## config.mk

```make
export PLATFORM = sky130hd
export DESIGN_NAME = fstat_emu
export DESIGN_NICKNAME = d
export VERILOG_FILES = /design/src/rtl/fstat_pkg.sv /design/src/rtl/fstat_array.sv /design/src/rtl/fstat_ctrl.sv /design/src/rtl/fstat_emu.sv
export SDC_FILE = /design/constraint.sdc
export NUM_CORES = 1
export LEC_CHECK = 0
export ABC_CLOCK_PERIOD_IN_PS = 6500
export BUFFER_PORTS_ARGS = -buffer_cell sky130_fd_sc_hd__buf_2
export CAP_MARGIN = 15
export CORE_ASPECT_RATIO = 0.8
export CORE_MARGIN = 5
export CORE_UTILIZATION = 45
export DETAILED_ROUTE_END_ITERATION = 6
export REMOVE_ABC_BUFFERS = 1
export SYNTH_ARGS = -nofsm -noshare
export SYNTH_HDL_FRONTEND = slang
export SYNTH_SLANG_ARGS = --single-unit
```

## constraint.sdc

```tcl
create_clock -name clk -period 6.5 [get_ports clk]
set_input_delay 0.975 -clock clk [delete_from_list [all_inputs] [get_ports clk]]
set_output_delay 0.975 -clock clk [all_outputs]
set_load 0.1 [all_outputs]
```

## src/rtl/fstat_pkg.sv

```systemverilog
package fstat_pkg;

    typedef enum logic [2:0] {
        ST_READY,
        ST_PROG,
        ST_PSTALL,
        ST_FAILED,
        ST_SERASE,
        ST_CERASE
    } fstat_state_e;

    typedef enum logic [1:0] {
        OP_PROG   = 2'b00,
        OP_SERASE = 2'b01,
        OP_CERASE = 2'b10,
        OP_RESET  = 2'b11
    } fstat_op_e;

    localparam int STAT_W   = 8;
    localparam int BIT_TOGA = 6;
    localparam int BIT_TLIM = 5;
    localparam int BIT_ERB  = 3;
    localparam int BIT_TOGB = 2;

endpackage

```

## src/rtl/fstat_array.sv

```systemverilog
module fstat_array #(
    parameter int DW     = 8,
    parameter int AW     = 4,
    parameter int SEC_AW = 2
) (
    input  logic                 clk,
    input  logic                 rst_n,
    input  logic [AW-1:0]        rd_addr_a,
    output logic [DW-1:0]        rd_word_a,
    input  logic [AW-1:0]        rd_addr_b,
    output logic [DW-1:0]        rd_word_b,
    input  logic                 wr_en,
    input  logic [AW-1:0]        wr_addr,
    input  logic [DW-1:0]        wr_mask,
    input  logic                 ers_sec_en,
    input  logic [AW-SEC_AW-1:0] ers_sec,
    input  logic                 ers_all
);
    localparam int DEPTH = 1 << AW;
    localparam int SEC_W = AW - SEC_AW;

    logic [DW-1:0] mem_q [DEPTH];

    always_ff @(posedge clk) begin
        if (!rst_n) begin
            for (int i = 0; i < DEPTH; i++) mem_q[i] <= '1;
        end else if (wr_en) begin
            mem_q[wr_addr] <= mem_q[wr_addr] & wr_mask;
        end else if (ers_all) begin
            for (int i = 0; i < DEPTH; i++) mem_q[i] <= '1;
        end else if (ers_sec_en) begin
            for (int i = 0; i < DEPTH; i++)
                if (SEC_W'(i >> SEC_AW) == ers_sec) mem_q[i] <= '1;
        end
    end

    assign rd_word_a = mem_q[rd_addr_a];
    assign rd_word_b = mem_q[rd_addr_b];

endmodule

```

## src/rtl/fstat_ctrl.sv

```systemverilog
module fstat_ctrl
    import fstat_pkg::*;
#(
    parameter int DW        = 8,
    parameter int AW        = 4,
    parameter int SEC_AW    = 2,
    parameter int PROG_CYC  = 6,
    parameter int ERASE_CYC = 20,
    parameter int SE_WIN    = 5,
    parameter int PULSE_LIM = 12
) (
    input  logic                 clk,
    input  logic                 rst_n,
    input  logic                 cmd_valid,
    input  logic [1:0]           cmd_op,
    input  logic [AW-1:0]        cmd_addr,
    input  logic [DW-1:0]        cmd_data,
    input  logic [DW-1:0]        cur_word,
    input  logic                 rd_en,
    output logic                 busy,
    output logic                 in_erase,
    output logic                 in_chip,
    output logic [STAT_W-1:0]    status,
    output logic                 wr_en,
    output logic [AW-1:0]        wr_addr,
    output logic [DW-1:0]        wr_mask,
    output logic                 ers_sec_en,
    output logic [AW-SEC_AW-1:0] ers_sec,
    output logic                 ers_all
);
    localparam int MAXC = (ERASE_CYC > PULSE_LIM) ? ERASE_CYC : PULSE_LIM;
    localparam int CW   = $clog2(MAXC + 1);
    localparam logic [CW-1:0] PROG_LAST = CW'(PROG_CYC - 1);
    localparam logic [CW-1:0] ERS_LAST  = CW'(ERASE_CYC - 1);
    localparam logic [CW-1:0] LIM_LAST  = CW'(PULSE_LIM - 1);
    localparam logic [CW-1:0] WIN_CNT   = CW'(SE_WIN);

    fstat_state_e state_q, state_d;
    logic [CW-1:0] cnt_q, cnt_d;
    logic [AW-1:0] adr_q;
    logic [DW-1:0] dat_q;
    logic          tog6_q, tog2_q;
    fstat_op_e     op;
    logic          accept;

    assign op     = fstat_op_e'(cmd_op);
    assign accept = (state_q == ST_READY) && cmd_valid;

    // next-state process
    always_comb begin
        state_d = state_q;
        cnt_d   = cnt_q;
        unique case (state_q)
            ST_READY: begin
                cnt_d = '0;
                if (cmd_valid) begin
                    unique case (op)
                        OP_PROG:   state_d = |(cmd_data & ~cur_word) ? ST_PSTALL : ST_PROG;
                        OP_SERASE: state_d = ST_SERASE;
                        OP_CERASE: state_d = ST_CERASE;
                        OP_RESET:  state_d = ST_READY;
                    endcase
                end
            end
            ST_PROG:
                if (cnt_q == PROG_LAST) state_d = ST_READY;
                else cnt_d = cnt_q + 1'b1;
            ST_PSTALL:
                if (cnt_q == LIM_LAST) state_d = ST_FAILED;
                else cnt_d = cnt_q + 1'b1;
            ST_FAILED:
                if (cmd_valid && op == OP_RESET) state_d = ST_READY;
            ST_SERASE, ST_CERASE:
                if (cnt_q == ERS_LAST) state_d = ST_READY;
                else cnt_d = cnt_q + 1'b1;
            default: state_d = ST_READY;
        endcase
    end

    // state register
    always_ff @(posedge clk) begin
        if (!rst_n) begin
            state_q <= ST_READY;
            cnt_q   <= '0;
            adr_q   <= '0;
            dat_q   <= '0;
            tog6_q  <= 1'b0;
            tog2_q  <= 1'b0;
        end else begin
            state_q <= state_d;
            cnt_q   <= cnt_d;
            if (accept) begin
                adr_q <= cmd_addr;
                dat_q <= cmd_data;
            end
            if (rd_en && busy)     tog6_q <= ~tog6_q;
            if (rd_en && in_erase) tog2_q <= ~tog2_q;
        end
    end

    // output process
    always_comb begin
        busy       = (state_q != ST_READY);
        in_erase   = (state_q == ST_SERASE) || (state_q == ST_CERASE);
        in_chip    = (state_q == ST_CERASE);
        wr_en      = (state_q == ST_PROG) && (cnt_q == PROG_LAST);
        wr_addr    = adr_q;
        wr_mask    = dat_q;
        ers_sec_en = (state_q == ST_SERASE) && (cnt_q == ERS_LAST);
        ers_sec    = adr_q[AW-1:SEC_AW];
        ers_all    = (state_q == ST_CERASE) && (cnt_q == ERS_LAST);
        status     = '0;
        status[BIT_TOGA] = tog6_q;
        status[BIT_TLIM] = (state_q == ST_FAILED);
        status[BIT_TOGB] = tog2_q;
        status[BIT_ERB]  = in_chip || ((state_q == ST_SERASE) && (cnt_q >= WIN_CNT));
    end

    AST_FAIL_FROM_STALL: assert property (@(posedge clk) disable iff (!rst_n)
        $rose(state_q == ST_FAILED) |-> $past(state_q) == ST_PSTALL);
    AST_STALL_NO_WRITE: assert property (@(posedge clk) disable iff (!rst_n)
        (state_q == ST_PSTALL || state_q == ST_FAILED) |-> !wr_en);
    AST_FAIL_ONLY_RESET: assert property (@(posedge clk) disable iff (!rst_n)
        (state_q == ST_FAILED && !(cmd_valid && cmd_op == 2'b11)) |=> state_q == ST_FAILED);

endmodule

```

## src/rtl/fstat_emu.sv

```systemverilog
module fstat_emu
    import fstat_pkg::*;
#(
    parameter int DW        = 8,
    parameter int AW        = 4,
    parameter int SEC_AW    = 2,
    parameter int PROG_CYC  = 6,
    parameter int ERASE_CYC = 20,
    parameter int SE_WIN    = 5,
    parameter int PULSE_LIM = 12
) (
    input  logic          clk,
    input  logic          rst_n,
    input  logic          cmd_valid,
    input  logic [1:0]    cmd_op,
    input  logic [AW-1:0] cmd_addr,
    input  logic [DW-1:0] cmd_data,
    input  logic          rd_en,
    input  logic [AW-1:0] rd_addr,
    output logic          rd_valid,
    output logic [DW-1:0] rd_data
);
    logic [DW-1:0]        arr_word, cur_word, wr_mask;
    logic [STAT_W-1:0]    status;
    logic                 busy, in_erase, in_chip, wr_en, ers_sec_en, ers_all;
    logic [AW-1:0]        wr_addr;
    logic [AW-SEC_AW-1:0] ers_sec;

    fstat_array #(.DW(DW), .AW(AW), .SEC_AW(SEC_AW)) u_array (
        .clk(clk), .rst_n(rst_n),
        .rd_addr_a(rd_addr), .rd_word_a(arr_word),
        .rd_addr_b(cmd_addr), .rd_word_b(cur_word),
        .wr_en(wr_en), .wr_addr(wr_addr), .wr_mask(wr_mask),
        .ers_sec_en(ers_sec_en), .ers_sec(ers_sec), .ers_all(ers_all)
    );

    fstat_ctrl #(
        .DW(DW), .AW(AW), .SEC_AW(SEC_AW), .PROG_CYC(PROG_CYC),
        .ERASE_CYC(ERASE_CYC), .SE_WIN(SE_WIN), .PULSE_LIM(PULSE_LIM)
    ) u_ctrl (
        .clk(clk), .rst_n(rst_n),
        .cmd_valid(cmd_valid), .cmd_op(cmd_op), .cmd_addr(cmd_addr), .cmd_data(cmd_data),
        .cur_word(cur_word), .rd_en(rd_en),
        .busy(busy), .in_erase(in_erase), .in_chip(in_chip), .status(status),
        .wr_en(wr_en), .wr_addr(wr_addr), .wr_mask(wr_mask),
        .ers_sec_en(ers_sec_en), .ers_sec(ers_sec), .ers_all(ers_all)
    );

    always_ff @(posedge clk) begin
        if (!rst_n) begin
            rd_valid <= 1'b0;
            rd_data  <= '0;
        end else begin
            rd_valid <= rd_en;
            if (rd_en) rd_data <= busy ? DW'(status) : arr_word;
        end
    end

    AST_TOGA_FLIPS: assert property (@(posedge clk) disable iff (!rst_n)
        (rd_en && busy && $past(rd_en && busy)) |=> rd_data[6] != $past(rd_data[6]));
    AST_TOGB_HOLDS: assert property (@(posedge clk) disable iff (!rst_n)
        (rd_en && busy && !in_erase && $past(rd_en && busy && !in_erase))
        |=> rd_data[2] == $past(rd_data[2]));
    AST_CHIP_ERB: assert property (@(posedge clk) disable iff (!rst_n)
        (rd_en && in_chip) |=> rd_data[3]);
    AST_RSV_ZERO: assert property (@(posedge clk) disable iff (!rst_n)
        (rd_en && busy) |=> (rd_data[7] == 1'b0 && rd_data[4] == 1'b0 && rd_data[1:0] == 2'b00));

endmodule

```

# Word level (Yosys, flattened, before mapping)
# Memory sizes are Yosys's and may differ from the RTL's. A register that Yosys moved wholly into a read port is not among the register bits.
# Index checks and enable logic that the tools add are counted.
# Widths: inputs -> output; s select.
# op_classes
addsub	1
magnitude_cmp	1
eq_ne	22
mux	82
bitwise_logic	37
n_reduce_logical	20
# ops
op	count
$mux 8	34
$mux 1	33
$or 1x1->1	32
$pmux 5 s4	1
$and 8x8->8	2
$reduce_or 8->1	2
$mux 3	5
$mux 5	3
$pmux 3 s5	1
$mux 4	3
$pmux 3 s4	1
$ne 2x2->1 const B	5
$logic_and 1x1->1	8
$not 8->8	1
$eq 3x2->1 const B	2
$eq 3x3->1 const B	2
$ne 2x1->1 const B	3
$add 5x1->5 const B	1
$eq 5x3->1 const B	1
$eq 5x4->1 const B	1
$eq 5x5->1 const B	1
$ge 5x3->1 const B	1
$reduce_and 5->1	1
$eq 2x2->1 const A	2
other kinds (13)	17
# totals
regBits	31
ramBits	128
inputBits	22
output_inout_bits	9
n_memories	1
# memory_table
name	depth	width	read_ports	rd_ports_with_merged_regs	write_ports	line_no	text
u_array.mem_q	16	8	3	1	16	fstat_array.sv:22	logic [DW-1:0] mem_q [DEPTH];

# Depth between registers and ports, before layout
# Gate-level depths: netlist (run 1).
# logic_depth
depth_word	9
depth_mapped	8
mapped_depth_nobuf	8

# Cells and area by module
# Synthesis (run 1) repeated with hierarchy kept, for this count alone.
# unflattened
cells_unflattened	782
hier_area_um2	10078.4
# modules_own_cells
module	instances	cells_per_inst	area_per_inst_um2	seq_area_each_um2
fstat_array	1	580	8423.1	3843.7
fstat_ctrl	1	166	1281.2	440.4
fstat_emu	1	36	374.1	180.2

# Worst setup path after synthesis (run 1)
# Ideal clock, no wire load.
# synth_timing
kind	input to register
from	input rst_n
to	memory u_array.mem_q[12][0], enable pin
setup_ps	384
t_arrival_ps	2389
path_slack_ps	3727
stages	5
path_buffers	1
path_cell_list	nor3b_1 -> nand3_1 -> or3_1 -> clkbuf_1 -> o21ai_0
# synth_lines
element	line_no	text
from (decl)	fstat_emu.sv:13	input logic rst_n,
to (decl)	fstat_array.sv:22	

==> impl_metrics.py, run 1 <==
metrics = {
    "outcome": {
        "status": "complete, no violations",
    },
    "floorplanning": {
        "dieArea_um2": 24000,
        "core_um2": 20700,
        "start_util": 0.457,
        "die_width_um": 172,
        "rows": 47,
        "fp.dieH_um": 140,
        "top_level_ports": 31,
    },
    "sta": {
        "fin_worst_skew_ns": 0.0106,
        "hold_viol_final": 0,
        "final.min_clock_period_ns": 3.46,
        "period_share": 0.532,
        "max_freq_ghz": 0.289,
        "rsz0062_at_grt": "no",
        "maxSlewHeadroom": 0.232,
        "finalSetupViolCount": 0,
        "tns_ns": 0,
        "drv_slew": 0,
        "worst_slew_pin_slew_ns": 1.15,
    },
    "synth": {
        "synthDistinctLibCells": 61,
        "ys_ff_latch": 163,
        "synth_area_um2": 9450,
        "synthCells": 715,
        "ys.flop_type": "edfxtp_1",
        "synth_area_per_cell_um2": 13.2,
        "async_flop_share": 0,
        "synth_seq_area_share": 0.481,
        "ys.warnings.count": 0,
        "synth_edf_count": 128,
    },
    "setup_path": {
        "r2r_slack_ns": 3.34,
        "timing.critical_path.to": "u_array.mem_q[9][6]",
        "crit_start": "rst_n",
        "r2r-end": "u_array.mem_q[6][7]",
        "crit_cells": 5,
        "crit_type": "in2reg",
        "crit_path_end_kind": "register",
        "start_kind": "input pin",
        "path_buf_inv": 1,
        "crit_chain": "buf_2 -> nor3b_1 -> and3_1 -> nand3b_1 -> o21ai_0",
        "required_ns": 6.55,
        "crit_family": "simple AND/OR/NAND/NOR gates",
        "timing.reg2reg.worst_path_depth": 4,
        "slowest_stage": "o21ai_0",
        "critical_path.max_stage_delay_ns": 1.04,
        "critPathArrivalTime_ns": 3.51,
        "crit_fanout": 33,
    },
    "clock_tree": {
        "root_buffer": "clkbuf_16",
        "clkSlewWorstSetupHoldPaths_ns": 0.06,
        "cts-resized-gates": 0,
        "numCtsBuffers": 17,
        "post_cts_buffers": 0,
        "cts_buffer_depth": 2,
        "cts_tree": "built",
        "cts_hold_buf": 0,
        "cts_sinks": 163,
        "h-tree-depth": 4,
        "clk_latency_ns": 0.43,
    },
    "detailed_routing": {
        "ant_nets": 0,
        "routed-via-count": 6757,
        "drtIter0Drc": 1135,
        "first_pass_iters": 7,
        "avgRoutedWirePerCell_um": 30.3,
        "via_per_inst": 6.78,
        "drc": 0,
        "routed_wl_um": 30100,
    },
    "power": {
        "p_leak_nw": 2.62,
        "swShare": 0.289,
        "p_clk_frac": 0.386,
        "cellPowerDensity_nw_per_um2": 256,
        "total_power_mw": 2.60,
        "pwr-share-comb": 0.150,
        "pwr-share-seq": 0.464,
        "power_switching_mw": 0.752,
        "intPower_mw": 1.85,
        "vdd_ir_drop_max_v": 0.000168,
    },
    "grt": {
        "overflow": 0,
        "grt_first_pass_wirelength_um": 43800,
        "grt_pass1_vias": 6367,
        "gr-usage-all-layers": 0.254,
        "grt_max_degree": 37,
        "antenna_found_initial": 0,
    },
    "cells_and_area": {
        "syn2layout_area_growth_pct": 7.57,
        "antenna_cells": 0,
        "drive_gt1_frac": 0.226,
        "fin_nets": 743,
        "finalInstanceArea_um2": 10200,
        "fillerInstances": 1805,
    },
    "placed_design": {
        "post-dp-hpwl_um": 21100,
        "place_area_um2": 9590,
        "gp_congestion": 0.980,
        "portBuffers": 30,
    },
    "worst_hold_path": {
        "hold_depth": 2,
        "hold_class": "reg2reg",
    },
    "run": {
        "drv_cap": 0,
    },
}
metal layers:
layer	vias up	GRT usage	share of wire
li1	2753	-	-
met1	3363	0.371	0.40
met2	568	0.355	0.43
met3	73	0.102	0.15
met4	0	0.0641	0.024
met5	-	0	0
power by group through the flow:
stage / logic, mW / clock network, mW / registers [mW]
floorplan: 0.176 / 0 / 1.28
global placement: 0.375 / 0 / 1.23
detailed placement: 0.379 / 0 / 1.23
CTS: 0.381 / 1.01 / 1.21
global route: 0.407 / 1.05 / 1.21
finish: 0.390 / 1.01 / 1.21
stage by stage:
step           utilization  hold slack [ns]  setup slack (ns)  std cells
5_1_grt              0.491            0.527              2.89        996
3_5_place_dp         0.463            0.493              2.70        965
2_1_floorplan            -            0.478              3.58        663
3_3_place_gp         0.463            0.470              2.85        965
4_1_cts              0.491            0.506              3.15        995
6_report             0.491            0.501              3.04        996
state kept, by name, summed over array words and instances (netlist names), named ones only:
signal	flops
u_ctrl.tog6_q	1
u_ctrl.wr_addr	4
rd_valid	1
u_ctrl.tog2_q	1
u_array.mem_q	128
u_ctrl.cnt_q	5
rd_data	8
u_ctrl.state_q	3
u_ctrl.wr_mask	8
tightest hold or removal path, stage by stage (launching register included):
cell	delay, ns
dfxtp_1	0.31
nand3b_1	0.07
o21ai_0	0.07
final cells by class:
class,instances,area (µm²),area share
well taps,269,337,0.0331
clock inverters,11,139,0.0137
multi-input cells,487,4490,0.441
inverters,13,48.8,0.00480
flip-flops and latches,163,4550,0.447
repair buffers,34,178,0.0175
clock buffers,19,433,0.0426
worst min-delay path by stage:
| stage | startpoint | to | slack (ns) |
|---|---|---|---|
| 3_5_place_dp | rd_data[5] | rd_data[5] | 0.49 |
| 5_1_grt | u_ctrl.wr_mask[0] | u_ctrl.wr_mask[0] | 0.53 |
| 3_3_place_gp | rd_data[5] | rd_data[5] | 0.47 |
| 4_1_cts | rd_data[5] | rd_data[5] | 0.51 |
| 2_1_floorplan | u_ctrl.wr_mask[0] | u_ctrl.wr_mask[0] | 0.48 |
| 6_report | rd_data[5] | rd_data[5] | 0.50 |
kinds of logic (layout without fill, tap and decap cells):
logic type               count (synthesis)  after routing  synth area share
AND/OR/NAND/NOR                        266            266             0.130
flip-flops                             163            163             0.481
multiplexers                           119            119             0.267
AO/OA/AOI/OAI                           91             91            0.0658
buffers and inverters                   65             77            0.0445
XOR/XNOR                                 6              6           0.00556
adder cells (fa/ha/maj)                  5              5           0.00662
cells in the mapped netlist (3+ instances only):
master	count	area share
buf_8	10	0.016
nand2_4	8	0.0095
a21oi_1	7	0.0037
dfxtp_1	35	0.074
mux4_2	85	0.20
o21ai_0	21	0.011
nor2b_1	16	0.011
nand3b_1	3	0.0024
o2111ai_1	3	0.0028
edfxtp_1	128	0.41
mux2i_1	14	0.015
clkbuf_1	22	0.0087
mux2_2	4	0.0048
xor2_1	3	0.0028
buf_1	4	0.0016
and2_1	4	0.0026
buf_6	3	0.0036
inv_1	13	0.0052
buf_2	8	0.0042
nand2_1	169	0.067
o22ai_1	7	0.0046
buf_4	4	0.0032
o21a_1	9	0.0071
nand3_1	6	0.0032
ha_1	5	0.0066
mux4_1	16	0.044
xnor2_1	3	0.0028
nor3_1	5	0.0026
a21boi_0	12	0.0095
a211oi_1	14	0.011
nor2_1	30	0.012
nor3_2	4	0.0042
nand2b_1	7	0.0046
layout by cell type, fill, tap and decap left out, types with 4 or more instances in the layout:
cell         n
nor2b_1     16
nand2_4      8
mux4_2      85
and2_1       4
o22ai_1      7
o21a_1       9
ha_1         5
clkbuf_16   17
nand2b_1     7
nor3_2       4
a211oi_1    14
nor2_1      30
dfxtp_1     34
mux2i_1     14
mux4_1      16
nand3_1      6
inv_1       13
edfxtp_1   128
o21ai_0     21
nor3_1       5
buf_2       31
a21oi_1      7
mux2_2       4
a21boi_0    12
nand2_1    169
No activity file was read; power rests on OpenSTA's default activity.
==> inputs of run 2 (changes only) <==
--- a/config.mk
+++ b/config.mk
@@ -5,7 +5,7 @@
 export SDC_FILE = /design/constraint.sdc
 export NUM_CORES = 1
 export LEC_CHECK = 0
-export ABC_CLOCK_PERIOD_IN_PS = 6500
+export ABC_CLOCK_PERIOD_IN_PS = 2900
 export BUFFER_PORTS_ARGS = -buffer_cell sky130_fd_sc_hd__buf_2
 export CAP_MARGIN = 15
 export CORE_ASPECT_RATIO = 0.8
==> constraint.sdc (replaced) <==
create_clock -name clk -period 2.9 [get_ports clk]
set_input_delay 0.435 -clock clk [delete_from_list [all_inputs] [get_ports clk]]
set_output_delay 0.435 -clock clk [all_outputs]
set_load 0.1 [all_outputs]
==> impl_metrics.py, run 2 (same netlist as run 1, synthesis figures left out) <==
metrics = {
    "outcome": {
        "status": "complete, no violations",
    },
    "sta": {
        "worst_slew_pin_slew_ns": 0.652,
        "drv_slew": 0,
        "final.min_clock_period_ns": 2.51,
        "rsz0062_at_grt": "no",
        "hold_viol_final": 0,
        "period_share": 0.866,
        "tns_ns": 0,
        "maxSlewHeadroom": 0.564,
        "fin_worst_skew_ns": 0.0109,
        "finalSetupViolCount": 0,
        "max_freq_ghz": 0.398,
    },
    "floorplanning": {
        "die_width_um": 172,
        "start_util": 0.457,
        "fp.dieH_um": 140,
        "top_level_ports": 31,
        "core_um2": 20700,
        "rows": 47,
        "dieArea_um2": 24000,
    },
    "worst_hold_path": {
        "hold-path-endpoint": "u_ctrl.wr_mask[7]",
        "hold_class": "in2reg",
        "hold_depth": 3,
        "hold_start": "cmd_data[7]",
    },
    "placed_design": {
        "gp_congestion": 0.965,
        "post-dp-hpwl_um": 21300,
        "portBuffers": 30,
    },
    "grt": {
        "antenna_found_initial": 1,
        "grt_max_degree": 33,
        "grt_first_pass_wirelength_um": 42700,
        "grt_pass1_vias": 6420,
        "gr-usage-all-layers": 0.247,
        "overflow": 0,
    },
    "clock_tree": {
        "cts-resized-gates": 0,
        "numCtsBuffers": 17,
        "clk_latency_ns": 0.44,
        "clkSlewWorstSetupHoldPaths_ns": 0.07,
        "cts_hold_buf": 0,
        "cts_tree": "built",
        "cts_sinks": 163,
        "h-tree-depth": 4,
        "post_cts_buffers": 0,
        "root_buffer": "clkbuf_16",
        "cts_buffer_depth": 2,
    },
    "setup_path": {
        "required_ns": 3.05,
        "slowest_stage": "or3_1",
        "r2r-end": "u_array.mem_q[4][0]",
        "crit_path_end_kind": "register",
        "crit_fanout": 7,
        "crit_chain": "ha_1 -> and4bb_1 -> nand3_1 -> or3_1 -> o21ai_0 -> buf_4",
        "crit_type": "reg2reg",
        "critPathArrivalTime_ns": 2.66,
        "reg2reg_from": "u_ctrl.cnt_q[0]",
        "r2r_slack_ns": 0.39,
        "start_kind": "register",
        "critical_path.max_stage_delay_ns": 0.49,
        "timing.reg2reg.worst_path_depth": 6,
    },
    "run": {
        "drv_cap": 0,
    },
    "cells_and_area": {
        "fillerInstances": 1772,
        "antenna_cells": 0,
        "layout_common_cells": "169 x nand2_1, 128 x edfxtp_1, 85 x mux4_2, 40 x buf_4, 34 x dfxtp_1",
        "fin_nets": 784,
        "regMostFlops": "u_array.mem_q",
        "drive_gt1_frac": 0.274,
        "largest_reg_flops": 128,
        "mostFrequentLayoutCell": "nand2_1",
        "syn2layout_area_growth_pct": 11.8,
    },
    "power": {
        "vdd_ir_drop_max_v": 0.000445,
        "total_power_mw": 5.98,
        "p_leak_nw": 2.87,
        "cellPowerDensity_nw_per_um2": 566,
    },
    "detailed_routing": {
        "avgRoutedWirePerCell_um": 27.7,
        "routed_wl_um": 28800,
        "drc": 0,
        "drtIter0Drc": 846,
        "via_per_inst": 6.46,
        "first_pass_iters": 6,
        "ant_nets": 0,
        "routed-via-count": 6715,
    },
}
## run 2: cell types whose count changed in the layout (fill, tap and decap cells not counted)
cell        previous run  this run
clkinv_1               3         0
inv_6                  0         6
buf_12                 0         5
buf_4                  3        40
clkinvlp_2             0         1
buf_2                 31        30
clkbuf_1               2         1
clkinvlp_4             2         1
clkinv_2               1         2
clkinv_4               2         1
## run 2: power breakdown
part	leakage [nW]	internal [mW]	switching (mW)
registers	1.15	2.57	0.0875
logic	1.42	0.288	0.656
clock network	0.292	1.37	1.01
## run 2: final cells by class
type	instances	area [µm²]	share of cell area
flip-flops and latches	163	4550	0.430
multi-input cells	487	4490	0.425
repair buffers	75	551	0.0521
clock buffers	18	429	0.0406
well taps	269	337	0.0318
clock inverters	14	174	0.0164
inverters	13	48.8	0.00461
## run 2: worst max path at each step
stage,startpoint,endpoint,slack [ns],cells past startpoint
detailed placement,cmd_addr[0],u_ctrl.state_q[0],0.33,8
global placement,cmd_addr[1],u_ctrl.state_q[0],0.36,8
CTS,u_ctrl.cnt_q[0],u_array.mem_q[4][2],0.41,6
global route,u_ctrl.cnt_q[0],u_array.mem_q[11][6],0.28,7
finish,u_ctrl.cnt_q[0],u_array.mem_q[4][0],0.39,6
floorplan,register,u_array.mem_q[1][7],-0.02,4
## run 2: metal layers
| metal | share of wire | GRT usage | routed length (µm) |
|---|---|---|---|
| met5 | 0 | 0 | 0 |
| met4 | 0.027 | 0.0761 | 765 |
| met3 | 0.13 | 0.0944 | 3650 |
| met2 | 0.44 | 0.354 | 12600 |
| met1 | 0.41 | 0.351 | 11800 |
## run 2: critical path, delay by kind of cell, from the launching register on
kind,cells,cell delay (ns)
AOI/OAI and AO/OA,1,0.49
adders and majority gates,1,0.19
buffers and inverters,1,0.23
DFF,1,0.42
and+or+nand+nor,3,0.90
## run 2: through the flow
stage | utilization | hold WS (ns) | setup WS (ns) | std cells | area [µm²]
final | 0.511 | 0.273 | 0.390 | 1039 | 10600
after CTS | 0.511 | 0.262 | 0.406 | 1039 | 10600
after floorplan | - | 0.478 | -0.0222 | 663 | 9080
after detailed placement | 0.482 | 0.479 | 0.334 | 1007 | 9970
after global placement | 0.482 | 0.466 | 0.356 | 1007 | 9970
after global routing | 0.511 | 0.269 | 0.285 | 1039 | 10600
==> inputs of run 3 (changes only) <==
--- a/config.mk
+++ b/config.mk
@@ -5,7 +5,7 @@
 export SDC_FILE = /design/constraint.sdc
 export NUM_CORES = 1
 export LEC_CHECK = 0
-export ABC_CLOCK_PERIOD_IN_PS = 2900
+export ABC_CLOCK_PERIOD_IN_PS = 2500
 export BUFFER_PORTS_ARGS = -buffer_cell sky130_fd_sc_hd__buf_2
 export CAP_MARGIN = 15
 export CORE_ASPECT_RATIO = 0.8
==> constraint.sdc (replaced) <==
create_clock -name clk -period 2.5 [get_ports clk]
set_input_delay 0.375 -clock clk [delete_from_list [all_inputs] [get_ports clk]]
set_output_delay 0.375 -clock clk [all_outputs]
set_load 0.1 [all_outputs]
==> impl_metrics.py, run 3 (same netlist as run 1, synthesis figures left out) <==
metrics = {
    "grt": {
        "grt_first_pass_wirelength_um": 44400,
        "grt_max_degree": 37,
        "antenna_found_initial": 0,
        "grt_pass1_vias": 6667,
        "gr-usage-all-layers": 0.256,
        "overflow": 0,
    },
    "floorplanning": {
        "fp.dieH_um": 140,
        "start_util": 0.457,
        "rows": 47,
        "die_width_um": 172,
        "top_level_ports": 31,
        "dieArea_um2": 24000,
        "core_um2": 20700,
    },
    "setup_path": {
        "required_ns": 2.67,
        "timing.reg2reg.worst_path_depth": 5,
        "start_kind": "register",
        "crit_fanout": 20,
        "crit_path_end_kind": "register",
        "critPathArrivalTime_ns": 2.63,
        "crit_type": "reg2reg",
    },
    "placed_design": {
        "post-dp-hpwl_um": 22000,
        "portBuffers": 30,
        "gp_congestion": 0.936,
        "post-place-ws_ns": 0.0696,
        "place_area_um2": 10100,
    },
    "run": {
        "drv_cap": 0,
    },
    "worst_hold_path": {
        "hold_depth": 3,
        "hold_class": "in2reg",
        "hold_start": "cmd_data[1]",
    },
    "cells_and_area": {
        "mostFrequentLayoutCell": "nand2_1",
        "antenna_cells": 0,
        "largest_reg_flops": 128,
        "finalInstanceArea_um2": 10600,
        "drive_gt1_frac": 0.278,
        "syn2layout_area_growth_pct": 12.6,
        "fin_nets": 792,
        "regMostFlops": "u_array.mem_q",
        "layout_common_cells": "169 x nand2_1, 128 x edfxtp_1, 85 x mux4_2, 45 x buf_4, 34 x dfxtp_1",
    },
    "clock_tree": {
        "post_cts_buffers": 0,
        "cts-resized-gates": 0,
        "cts_tree": "built",
        "cts_hold_buf": 0,
        "cts_sinks": 163,
        "clkSlewWorstSetupHoldPaths_ns": 0.07,
        "clk_latency_ns": 0.43,
        "cts_buffer_depth": 2,
        "numCtsBuffers": 17,
        "h-tree-depth": 4,
        "root_buffer": "clkbuf_16",
    },
    "detailed_routing": {
        "drtIter0Drc": 1012,
        "first_pass_iters": 5,
        "routed_wl_um": 29900,
        "drc": 0,
        "via_per_inst": 6.46,
        "avgRoutedWirePerCell_um": 28.5,
        "ant_nets": 0,
        "routed-via-count": 6766,
    },
    "sta": {
        "fin_worst_skew_ns": 0.0101,
        "setup_slack_ns": 0.0433,
        "period_share": 0.983,
        "hold_viol_final": 0,
        "finalSetupViolCount": 0,
        "max_freq_ghz": 0.407,
        "maxSlewHeadroom": 0.614,
        "drv_slew": 0,
        "rsz0062_at_grt": "yes",
        "worst_slew_pin_slew_ns": 0.579,
        "final.min_clock_period_ns": 2.46,
    },
    "power": {
        "cellPowerDensity_nw_per_um2": 643,
        "p_leak_nw": 2.89,
        "vdd_ir_drop_max_v": 0.000491,
    },
    "outcome": {
        "status": "complete, no violations",
    },
}
## run 3: cell types whose count changed in the layout (fill, tap and decap cells not counted)
cell / before / now
buf_4: 40 / 45
buf_12: 5 / 8
clkbuf_1: 1 / 4
clkinvlp_4: 1 / 4
inv_6: 6 / 3
clkinv_2: 2 / 0
bufinv_16: 3 / 2
clkbuf_8: 0 / 1
clkinvlp_2: 1 / 0
## run 3: power breakdown
group | leakage [nW] | internal, mW | switching, mW
combinational | 1.47 | 0.359 | 0.771
clock | 0.268 | 1.51 | 1.12
sequential | 1.15 | 2.99 | 0.0948
total | 2.89 | 4.85 | 1.99
## run 3: critical path, stage by stage (launching register included)
cell and delay [ns]:
dfxtp_2 0.34, buf_12 0.20, mux4_1 0.73, mux4_2 0.54
nand2_4 0.25, nand2_1 0.11
## run 3: worst paths after layout
kind	slack, ns	to
setup / recovery	0.04	u_array.mem_q[12][5]
hold / removal	0.22	u_ctrl.wr_mask[1]
setup reg to reg	0.04	u_array.mem_q[12][5]
hold reg to reg	0.49	rd_data[5]
## run 3: through the flow
| stage | util | instances | hold WS [ns] | TNS (ns) | power [mW] |
|---|---|---|---|---|---|
| final | 0.514 | 1047 | 0.216 | 0 | 6.84 |
| after global routing | 0.514 | 1047 | 0.226 | -1.14 | 7.07 |
| after CTS | 0.514 | 1047 | 0.203 | 0 | 6.86 |
| after detailed placement | 0.486 | 1015 | 0.479 | 0 | 4.26 |
| after global placement | 0.486 | 1015 | 0.469 | 0 | 4.24 |
| after floorplan | - | 663 | 0.464 | -53.09 | 3.78 |
## run 3: metal layers
| metal | GRT usage | share of wire | vias up |
|---|---|---|---|
| met3 | 0.0811 | 0.12 | 59 |
| met1 | 0.372 | 0.41 | 3401 |
| met5 | 0 | 0 | - |
| met2 | 0.362 | 0.44 | 453 |
| li1 | - | - | 2853 |
| met4 | 0.0914 | 0.034 | 0 |
## run 3: layout make-up
| class | count | area, µm² |
|---|---|---|
| Clock buffer | 22 | 454 |
| Clock inverter | 10 | 125 |
| Fill cell | 1777 | 10100 |
| Inverter | 13 | 48.8 |
| Multi-Input combinational cell | 487 | 4490 |
| Sequential cell | 163 | 4550 |
| Tap cell | 269 | 337 |
| Timing Repair Buffer | 83 | 648 |
